==> config.mk <==
export PLATFORM = sky130hd
export DESIGN_NAME = fetch_seq_top
export DESIGN_NICKNAME = d
export VERILOG_FILES = /design/src/rtl/fetch_seq_pkg.sv /design/src/rtl/fetch_seq_ctrl.sv /design/src/rtl/fetch_seq_dpath.sv /design/src/rtl/fetch_seq_top.sv
export SDC_FILE = /design/constraint.sdc
export NUM_CORES = 1
export LEC_CHECK = 0
export BUFFER_PORTS_ARGS = -buffer_cell sky130_fd_sc_hd__buf_2
export CAP_MARGIN = 20
export CELL_PAD_IN_SITES_DETAIL_PLACEMENT = 0
export CELL_PAD_IN_SITES_GLOBAL_PLACEMENT = 2
export CORE_UTILIZATION = 36
export DETAILED_ROUTE_END_ITERATION = 10
export GPL_TIMING_DRIVEN = 0
export PLACE_DENSITY = 0.82
export SLEW_MARGIN = 20
export SYNTH_ARGS = -nofsm -noshare
export SYNTH_HDL_FRONTEND = slang
export SYNTH_SLANG_ARGS = --single-unit
==> constraint.sdc <==
create_clock -name clk -period 3.44 [get_ports clk]
set_clock_uncertainty 0.2 [all_clocks]
set_input_delay 0.516 -clock clk [delete_from_list [all_inputs] [get_ports clk]]
set_output_delay 0.516 -clock clk [all_outputs]
set_load 0.01 [all_outputs]
==> src/rtl/fetch_seq_pkg.sv <==
`timescale 1ns/1ps
package fetch_seq_pkg;
  // Per-clock commands from the slot controller to the datapath.
  typedef struct packed {
    logic       clearAll;
    logic       incPc;
    logic       loadOpc;
    logic       loadOpr;
    logic       driveEn;
    logic [3:0] nibIdx;
  } seqStrobe_t;
endpackage

==> src/rtl/fetch_seq_ctrl.sv <==
`timescale 1ns/1ps
module fetch_seq_ctrl
  import fetch_seq_pkg::*;
#(
  parameter int SLOTS     = 8,
  parameter int ADDR_NIBS = 3,
  parameter int HOLD_CLKS = 64,
  parameter int PH_W      = 3
) (
  input  logic            clk,
  input  logic            rstReq,
  output seqStrobe_t      strobe,
  output logic [PH_W-1:0] phase,
  output logic            syncOut
);
  localparam int CNT_W = $clog2(HOLD_CLKS + 1);
  localparam logic [CNT_W-1:0] HOLD_MAX  = CNT_W'(HOLD_CLKS);
  localparam logic [CNT_W-1:0] HOLD_LAST = CNT_W'(HOLD_CLKS - 1);
  localparam logic [PH_W-1:0]  LAST_PH   = PH_W'(SLOTS - 1);
  localparam logic [PH_W-1:0]  INC_PH    = PH_W'(ADDR_NIBS - 1);
  localparam logic [PH_W-1:0]  OPC_PH    = PH_W'(ADDR_NIBS);
  localparam logic [PH_W-1:0]  OPR_PH    = PH_W'(ADDR_NIBS + 1);

  logic [CNT_W-1:0] holdCnt;
  logic             clearNow;
  logic             running;

  assign running  = !rstReq;
  assign clearNow = rstReq && (holdCnt == HOLD_LAST);

  // Consecutive-edge reset counter; any low edge restarts it.
  always_ff @(posedge clk) begin
    if (!rstReq)
      holdCnt <= '0;
    else if (holdCnt != HOLD_MAX)
      holdCnt <= holdCnt + 1'b1;
  end

  // Slot counter: halts under reset, parks on the sync slot after a clear.
  always_ff @(posedge clk) begin
    if (clearNow)
      phase <= LAST_PH;
    else if (running)
      phase <= (phase == LAST_PH) ? '0 : phase + 1'b1;
  end

  always_comb begin
    strobe          = '0;
    strobe.clearAll = clearNow;
    strobe.incPc    = running && (phase == INC_PH);
    strobe.loadOpc  = running && (phase == OPC_PH);
    strobe.loadOpr  = running && (phase == OPR_PH);
    strobe.driveEn  = running && (phase < OPC_PH);
    strobe.nibIdx   = 4'(phase);
  end

  assign syncOut = running && (phase == LAST_PH);
endmodule

==> src/rtl/fetch_seq_dpath.sv <==
`timescale 1ns/1ps
module fetch_seq_dpath
  import fetch_seq_pkg::*;
#(
  parameter int NIB_W     = 4,
  parameter int ADDR_W    = 12,
  parameter int ADDR_NIBS = 3
) (
  input  logic             clk,
  input  seqStrobe_t       strobe,
  input  logic [NIB_W-1:0] busIn,
  output logic [NIB_W-1:0] busOut,
  output logic [NIB_W-1:0] opcodeOut,
  output logic [NIB_W-1:0] operandOut
);
  logic [ADDR_W-1:0] pcReg;
  logic [NIB_W-1:0]  pcNib [ADDR_NIBS];

  always_ff @(posedge clk) begin
    if (strobe.clearAll)
      pcReg <= '0;
    else if (strobe.incPc)
      pcReg <= pcReg + 1'b1;
  end

  always_ff @(posedge clk) begin
    if (strobe.clearAll) begin
      opcodeOut  <= '0;
      operandOut <= '0;
    end else begin
      if (strobe.loadOpc) opcodeOut  <= busIn;
      if (strobe.loadOpr) operandOut <= busIn;
    end
  end

  // Split the address into bus-sized pieces, lowest first.
  for (genvar g = 0; g < ADDR_NIBS; g++) begin : g_nib
    assign pcNib[g] = pcReg[g*NIB_W +: NIB_W];
  end

  always_comb begin
    busOut = '0;
    for (int i = 0; i < ADDR_NIBS; i++)
      if (strobe.driveEn && strobe.nibIdx == 4'(i))
        busOut = pcNib[i];
  end
endmodule

==> src/rtl/fetch_seq_top.sv <==
`timescale 1ns/1ps
module fetch_seq_top
  import fetch_seq_pkg::*;
#(
  parameter  int NIB_W       = 4,
  parameter  int ADDR_W      = 12,
  parameter  int SLOTS       = 8,
  parameter  int HOLD_CYCLES = 8,
  localparam int PH_W        = $clog2(SLOTS)
) (
  input  logic             clk,
  input  logic             rstReq,
  input  logic [NIB_W-1:0] busIn,
  output logic [NIB_W-1:0] busOut,
  output logic             busOe,
  output logic             syncOut,
  output logic [NIB_W-1:0] opcodeOut,
  output logic [NIB_W-1:0] operandOut,
  output logic [PH_W-1:0]  phaseOut
);
  localparam int ADDR_NIBS = ADDR_W / NIB_W;
  localparam int HOLD_CLKS = HOLD_CYCLES * SLOTS;

  seqStrobe_t strobe;

  fetch_seq_ctrl #(
    .SLOTS(SLOTS), .ADDR_NIBS(ADDR_NIBS), .HOLD_CLKS(HOLD_CLKS), .PH_W(PH_W)
  ) u_ctrl (
    .clk(clk), .rstReq(rstReq), .strobe(strobe), .phase(phaseOut), .syncOut(syncOut)
  );

  fetch_seq_dpath #(
    .NIB_W(NIB_W), .ADDR_W(ADDR_W), .ADDR_NIBS(ADDR_NIBS)
  ) u_dpath (
    .clk(clk), .strobe(strobe), .busIn(busIn), .busOut(busOut),
    .opcodeOut(opcodeOut), .operandOut(operandOut)
  );

  assign busOe = strobe.driveEn;
endmodule

# After elaboration in Yosys (flattened, before gate mapping)
# Cells that the tools add are included.
# word_totals
reg_bits	30
in_bits	6
out_inout_bits	17
wordCells	31
# op_classes
n_addsub	3
order_cmp	1
n_eq_ne	7
mux	4
n_reduce_logical	11
# op_table
cell	n
adder 12 x 1 -> 12 bit, second input constant	1
two-way mux 4 bit	3
logical AND 1 bit	9
adder 7 x 1 -> 7 bit, second input constant	1
== test 7 x 6 -> 1 bit, second input constant	1
!= test 7 bit, second input constant	1
== test 3 x 2 -> 1 bit, second input constant	2
== test 3 bit, second input constant	2
zero test 4 bit	1
adder 3 x 1 -> 3 bit, second input constant	1
== test 3 x 1 -> 1 bit, second input constant	1
< comparator 3 x 2 -> 1 bit, second input constant	1
two-way mux 3 bit	1
zero test 1 bit	1

# Logic depth before layout (Yosys ltp)
# Gate-level depths: netlist (run 1).
# logic_depth
word_depth	6
ltp_mapped	6
mapped_depth_nobuf	5

# Cells and area by module
# From an unflattened synthesis (run 1), not the netlist that was laid out.
# hier_totals
hier_cells	166
area_unflattened_um2	1551.5
# modules_own_cells
mod	n_inst	cells_per_inst	area_each_um2	seq_area_each_um2
fetch_seq_dpath	1	101	934.6	400.4
fetch_seq_ctrl	1	65	616.8	200.2

# Worst setup path after synthesis (run 1)
# OpenSTA, ideal clock, no wires.
# synth_timing
path_kind	input -> output
startpoint	input rstReq
endpoint	output busOut[0]
arrival_ps	1508
t_required_ps	2724
slack_ps	1216
cell_stages	3
path_buffers	1
path_cell_list	clkbuf_1 -> a211oi_1 -> o211a_1
# synth_via
elab_chain_cells	6
word_cells_on_any_way	8
cone_classes	3 x mux; 5 x reduce/logical
# synth_rtl
item	line	source
from (decl)	fetch_seq_top.sv:12	input logic rstReq,
zero test 1 bit (*)	-	
logical AND 1 bit (*)	fetch_seq_ctrl.sv:53	strobe.driveEn = running && (phase < OPC_PH);
net busOe	fetch_seq_top.sv:15	output logic busOe,
logical AND 1 bit	fetch_seq_dpath.sv:44	if (strobe.driveEn && strobe.nibIdx == 4'(i))
two-way mux 4 bit (2 in series)	fetch_seq_dpath.sv:44	
two-way mux 4 bit (*)	fetch_seq_dpath.sv:44	
to (decl)	fetch_seq_top.sv:14	output logic [NIB_W-1:0] busOut,
# Mark *: on every way through the listed nets, which the timed path passes. The rest lies on a longest branch.

# Worst setup path after layout (run 1)
# layout_timing
startpoint	input rstReq
endpoint	output busOut[1]
# layout_via
elab_chain_cells	6
word_cells_on_any_way	8
cone_classes	3 x mux; 5 x reduce/logical
# layout_rtl
item	line
zero test 1 bit (*)	-
logical AND 1 bit (*)	fetch_seq_ctrl.sv:53
logical AND 1 bit	fetch_seq_dpath.sv:44
two-way mux 4 bit (2 in series)	fetch_seq_dpath.sv:44
two-way mux 4 bit (*)	fetch_seq_dpath.sv:44
# Every way passes the cells marked *; elsewhere a longest branch is shown, timed or not.

==> impl_metrics.ini, run 1 <==
[outcome]
status = finished, final reports clean

[cts]
clkLatencyLatePin_ns = 0.28
clockBufferDepth = 2
cts_tree = built
cts_max_level = 2
cts_setup_buffers = 0
hold_buffers = 0
clock-sinks = 30
cts_resized = 0
clockRootBuffer = clkbuf_8
numCtsBuffers = 5
cts.clk_slew.worst_paths_ns = 0.06

[detailed_routing]
ant_nets = 0
post_drt_via_cell_ratio = 5.38
vias = 1500
drtPass1Iterations = 4
drtIter0Drc = 63
drt-wirelength-per-cell_microns = 13.7
wl_microns = 3830
post-route-drc-count = 0

[floorplanning]
die-area_sq_um = 4870
initial_utilization_pct = 37.8
row_count = 24
core_sq_um = 4380
die_w_microns = 69.8
ios = 23
fp.dieH_microns = 69.8

[sta]
fmax_mhz = 390
tightestPinTransition_ns = 0.596
setup_violations = 0
grt_setup_unrepaired = false
timing_hold_violations_final = 0
fin_crit_sh_pct = 74.5
drv_slew = 0
fin_tns_setup_ns = 0
slew_headroom_pct = 60.0
layout_min_cycle_time_ns = 2.56

[pwr]
clock_power_share_pct = 22.1
peakVddDrop_v = 0.000288
switching_share_pct = 36.0
internal-power_uw = 786
pwr-share-comb_pct = 36.5
switchingPower_uw = 443
power_frac_seq_pct = 41.4
power.density_nw_per_um2 = 642
total_leakage_power_nw = 0.838

[critical_path]
cp.arrival_ns = 1.85
ff2ff_setup_slack_ns = 1.52
critPathRequiredTime_ns = 2.72
critical_path.max_fanout = 10
critPathKind = in2out
cp-end-kind = output port
cp-start-kind = input port

[logic_synthesis]
ys_warn_count = 0
synth_cell_type_count = 42
async_flop_share_pct = 0
syn_inst = 199
ys_ff_latch = 30
synth_edf_count = 0
synth_fp_nets = 214
ys_seq_area_share_pct = 36.3
ys.flop_type = dfxtp_1
avgSynthCellArea_sq_um = 8.32
syn-cell-area_sq_um = 1660

[placement]
hpwl_microns = 2890
place.gp.congestion = 0.766
port_buffers = 22
placed_area_sq_um = 1830

[flow_run]
cap_violations = 0

[final_layout]
antennaDiodeCount = 0
area_growth_pct = 15.6
most-common-layout-cells = dfxtp_1 (30), buf_2 (25), nand2_1 (23)
final_cell_area_sq_um = 1910
nNetsFinal = 243
layout_commonest_cell = dfxtp_1
drive_gt1_share_pct = 16.3

[grt]
grt_pass1_wl_microns = 6700
antenna_found_initial = 0
grt_overflow = 0
grt_pass1_vias = 1413
gr-usage-all-layers_pct = 17.2
grt_start_max_net_pins = 11

[min_path]
hp-class = reg2reg
state kept, by name (all words and copies together), names as in the netlist:
register / count
u_ctrl.phase: 3
u_dpath.operandOut: 4
u_ctrl.holdCnt: 7
u_dpath.pcReg: 12
u_dpath.opcodeOut: 4
routing by layer:
layer / global-route usage, % / part of all wire, % / vias to the layer above
met5: 0 / 0 / -
met4: 6.44 / 1.1 / 0
met3: 4.65 / 3.7 / 5
met2: 28.0 / 47 / 19
met1: 21.6 / 48 / 704
li1: - / - / 772
power groups by stage:
stage	Clock [mW]	Combinational, mW	Sequential [mW]
after floorplan	0	0.290	0.524
after global placement	0	0.437	0.509
after detailed placement	0	0.451	0.516
after CTS	0.282	0.454	0.508
after global routing	0.300	0.508	0.522
final	0.272	0.449	0.508
cell type report:
type	instances	area [sq um]
well taps	52	65.1
repair buffers	22	110
fillers	446	2470
clock buffers	6	82.6
flip-flops and latches	30	601
inverters	9	33.8
multi-input cells	147	957
plain buffers	13	63.8
through the flow:
stage / setup slack [ns] / util (%) / hold slack (ns) / total power, mW / instances
finish: 0.879 / 43.6 / 0.278 / 1.23 / 279
global route: 0.707 / 43.6 / 0.313 / 1.33 / 279
CTS: 0.820 / 43.6 / 0.274 / 1.24 / 279
detailed placement: 0.837 / 41.8 / 0.266 / 0.967 / 273
global placement: 0.889 / 41.8 / 0.257 / 0.946 / 273
floorplan: 1.22 / - / 0.240 / 0.813 / 199
critical path: stages:
cell      delay (ns)
buf_2           0.15
clkbuf_1        0.25
a211oi_1        0.55
o211a_1         0.25
buf_2           0.13
synth_stat cells, drive strengths merged, types with 5 or more instances:
cell type / n / share of area (%)
dfxtp: 30 / 36
nand4: 6 / 2.3
inv: 9 / 2.0
ha: 9 / 6.8
o21ai: 19 / 5.7
nand2b: 5 / 1.9
buf: 6 / 2.3
nor2: 9 / 2.0
mux2i: 7 / 4.2
a21oi: 13 / 3.9
clkbuf: 7 / 1.6
nand2: 23 / 5.2
cells by family after synthesis:
group / count (synthesis) / share of synthesized area (%)
XOR/XNOR: 5 / 2.65
multiplexers: 7 / 4.23
adder cells (fa/ha/maj): 9 / 6.80
buffers and inverters: 22 / 5.90
AND/OR/NAND/NOR: 71 / 23.7
AO/OA/AOI/OAI: 55 / 20.4
flip-flops: 30 / 36.3
path summary, 6_finish.rpt:
kind                                            from  cells after the start                                  to
setup / recovery                              rstReq                      5                           busOut[1]
hold / removal    u_dpath.operandOut[0]$_SDFFE_PP0P_                      2  u_dpath.operandOut[0]$_SDFFE_PP0P_
setup reg to reg        u_ctrl.phase[0]$_SDFFE_PP1N_                      6       u_dpath.pcReg[1]$_SDFFE_PP0P_
hold reg to reg   u_dpath.operandOut[0]$_SDFFE_PP0P_                      2  u_dpath.operandOut[0]$_SDFFE_PP0P_
Note: power is estimated with default switching activity, not from simulation.
==> run 2: changes to the inputs <==
Settings changed: CORE_UTILIZATION 36 to 30, PLACE_DENSITY 0.82 to 0.73.
Clock period 3.44 ns to 2.2 ns, I/O delays scaled along.
==> run 2 against run 1 <==
  * Die area rose by 19%
  * Global-route usage fell by 2.7 points
  * First-iteration DRC count rose by 29%
  * Critical path type is now reg2out
  * Largest cell class unchanged
==> impl_metrics.ini, run 2 (synthesized netlist as in run 1, its figures left out) <==
[outcome]
status = finished, final reports clean

[placement]
port_buffers = 22
hpwl_microns = 2800
place.gp.congestion = 0.694
placed_area_sq_um = 1850

[sta]
fin_crit_sh_pct = 93.3
drv_slew = 0
tightestPinTransition_ns = 0.443
fmax_mhz = 487
layout_min_cycle_time_ns = 2.05
setup_violations = 0
grt_setup_unrepaired = false
timing_hold_violations_final = 0
slew_headroom_pct = 70.2

[final_layout]
most-common-layout-cells = dfxtp_1 (28), buf_2 (24), nand2_1 (23)
largest_register_ffs = 12
largest_registers = u_dpath.pcReg: 12 flops, u_ctrl.holdCnt: 7 flops
top_register = u_dpath.pcReg
num-fill-cells = 552
post-route-util_pct = 37.7
final_cell_area_sq_um = 1960
layout_commonest_cell = dfxtp_1
drive_gt1_share_pct = 19.4
area_growth_pct = 18.5
antennaDiodeCount = 0
nNetsFinal = 241

[detailed_routing]
ant_nets = 0
post_drt_via_cell_ratio = 4.99
post-route-drc-count = 0
drtIter0Drc = 81
drtPass1Iterations = 4
drt-wirelength-per-cell_microns = 12.9
vias = 1481
wl_microns = 3840

[grt]
grt_start_max_net_pins = 11
grt_overflow = 0
grt_pass1_vias = 1315
grt_pass1_wl_microns = 6600
antenna_found_initial = 0
gr-usage-all-layers_pct = 14.5

[floorplanning]
initial_utilization_pct = 31.8
die_w_microns = 76.3
fp.dieH_microns = 76.3
ios = 23
core_sq_um = 5200
die-area_sq_um = 5820
row_count = 26

[pwr]
peakVddDrop_v = 0.000331
total_power_mw = 1.99
total_leakage_power_nw = 0.839
power.density_nw_per_um2 = 1010

[min_path]
hp-class = in2reg

[cts]
cts_tree = built
clockRootBuffer = clkbuf_8
clockBufferDepth = 2
cts_max_level = 2
clkLatencyLatePin_ns = 0.28
clock-sinks = 30
numCtsBuffers = 5
cts.clk_slew.worst_paths_ns = 0.07

[critical_path]
cp.arrival_ns = 1.52
cp-end-kind = output port
critPathRequiredTime_ns = 1.67
cp-start-kind = flop
critPathKind = reg2out
critical_path.max_fanout = 10

[flow_run]
cap_violations = 0
## run 2: worst paths after layout
kind                                      start                                  to  slack (ns)  depth (start not counted)
max                u_ctrl.phase[2]$_SDFFE_PP1N_                           busOut[2]        0.15                          4
min                                    busIn[0]   u_dpath.opcodeOut[0]$_SDFFE_PP0P_        0.10                          3
max reg2reg        u_ctrl.phase[0]$_SDFFE_PP1N_       u_dpath.pcReg[4]$_SDFFE_PP0P_        0.38                          6
min reg2reg  u_dpath.operandOut[2]$_SDFFE_PP0P_  u_dpath.operandOut[2]$_SDFFE_PP0P_        0.28                          2
## run 2: timing repair
item                       in CTS  in global routing
pin swaps                       0                  0
hold buffers                    0                  0
buffers inserted                0                  0
gates resized for setup         5                  5
cloned                          0                  0
setup endpoints to repair       5                  5
## run 2: final cells by class
| class | instances | area [sq um] | area share, % |
|---|---|---|---|
| buffer | 11 | 58.8 | 3.00 |
| clock buffer | 7 | 86.3 | 4.40 |
| clock inverter | 1 | 5.00 | 0.255 |
| inverter | 9 | 33.8 | 1.72 |
| multi-input combinational | 147 | 977 | 49.8 |
| sequential | 30 | 603 | 30.7 |
| tap | 70 | 87.6 | 4.46 |
| timing repair buffer | 22 | 110 | 5.61 |
## run 2: per-layer routing
metal	vias to the layer above	share of wire (%)	track usage, %
li1	770	-	-
met1	689	51	19.4
met2	18	44	22.6
met3	4	3.2	3.59
met4	0	1.0	5.19
met5	-	0	0
## run 2: power breakdown
part	internal, mW	switching, mW
Combinational	0.334	0.394
Clock	0.252	0.209
Sequential	0.681	0.118
Total	1.27	0.721
## run 2: critical path, stage by stage (launching register included)
cell	delay, ns
dfxtp_1	0.32
buf_2	0.19
a211oi_2	0.39
o211a_1	0.22
buf_2	0.12
## run 2: stage by stage
stage / setup TNS, ns / worst slack, ns / hold slack (ns) / instances
after global routing: 0 / 0.00530 / 0.120 / 297
after floorplan: 0 / 0.348 / 0.240 / 199
after CTS: 0 / 0.0182 / 0.0905 / 298
after detailed placement: -0.204 / -0.0646 / 0.270 / 291
final: 0 / 0.148 / 0.102 / 297
after global placement: -0.294 / -0.0851 / 0.264 / 291
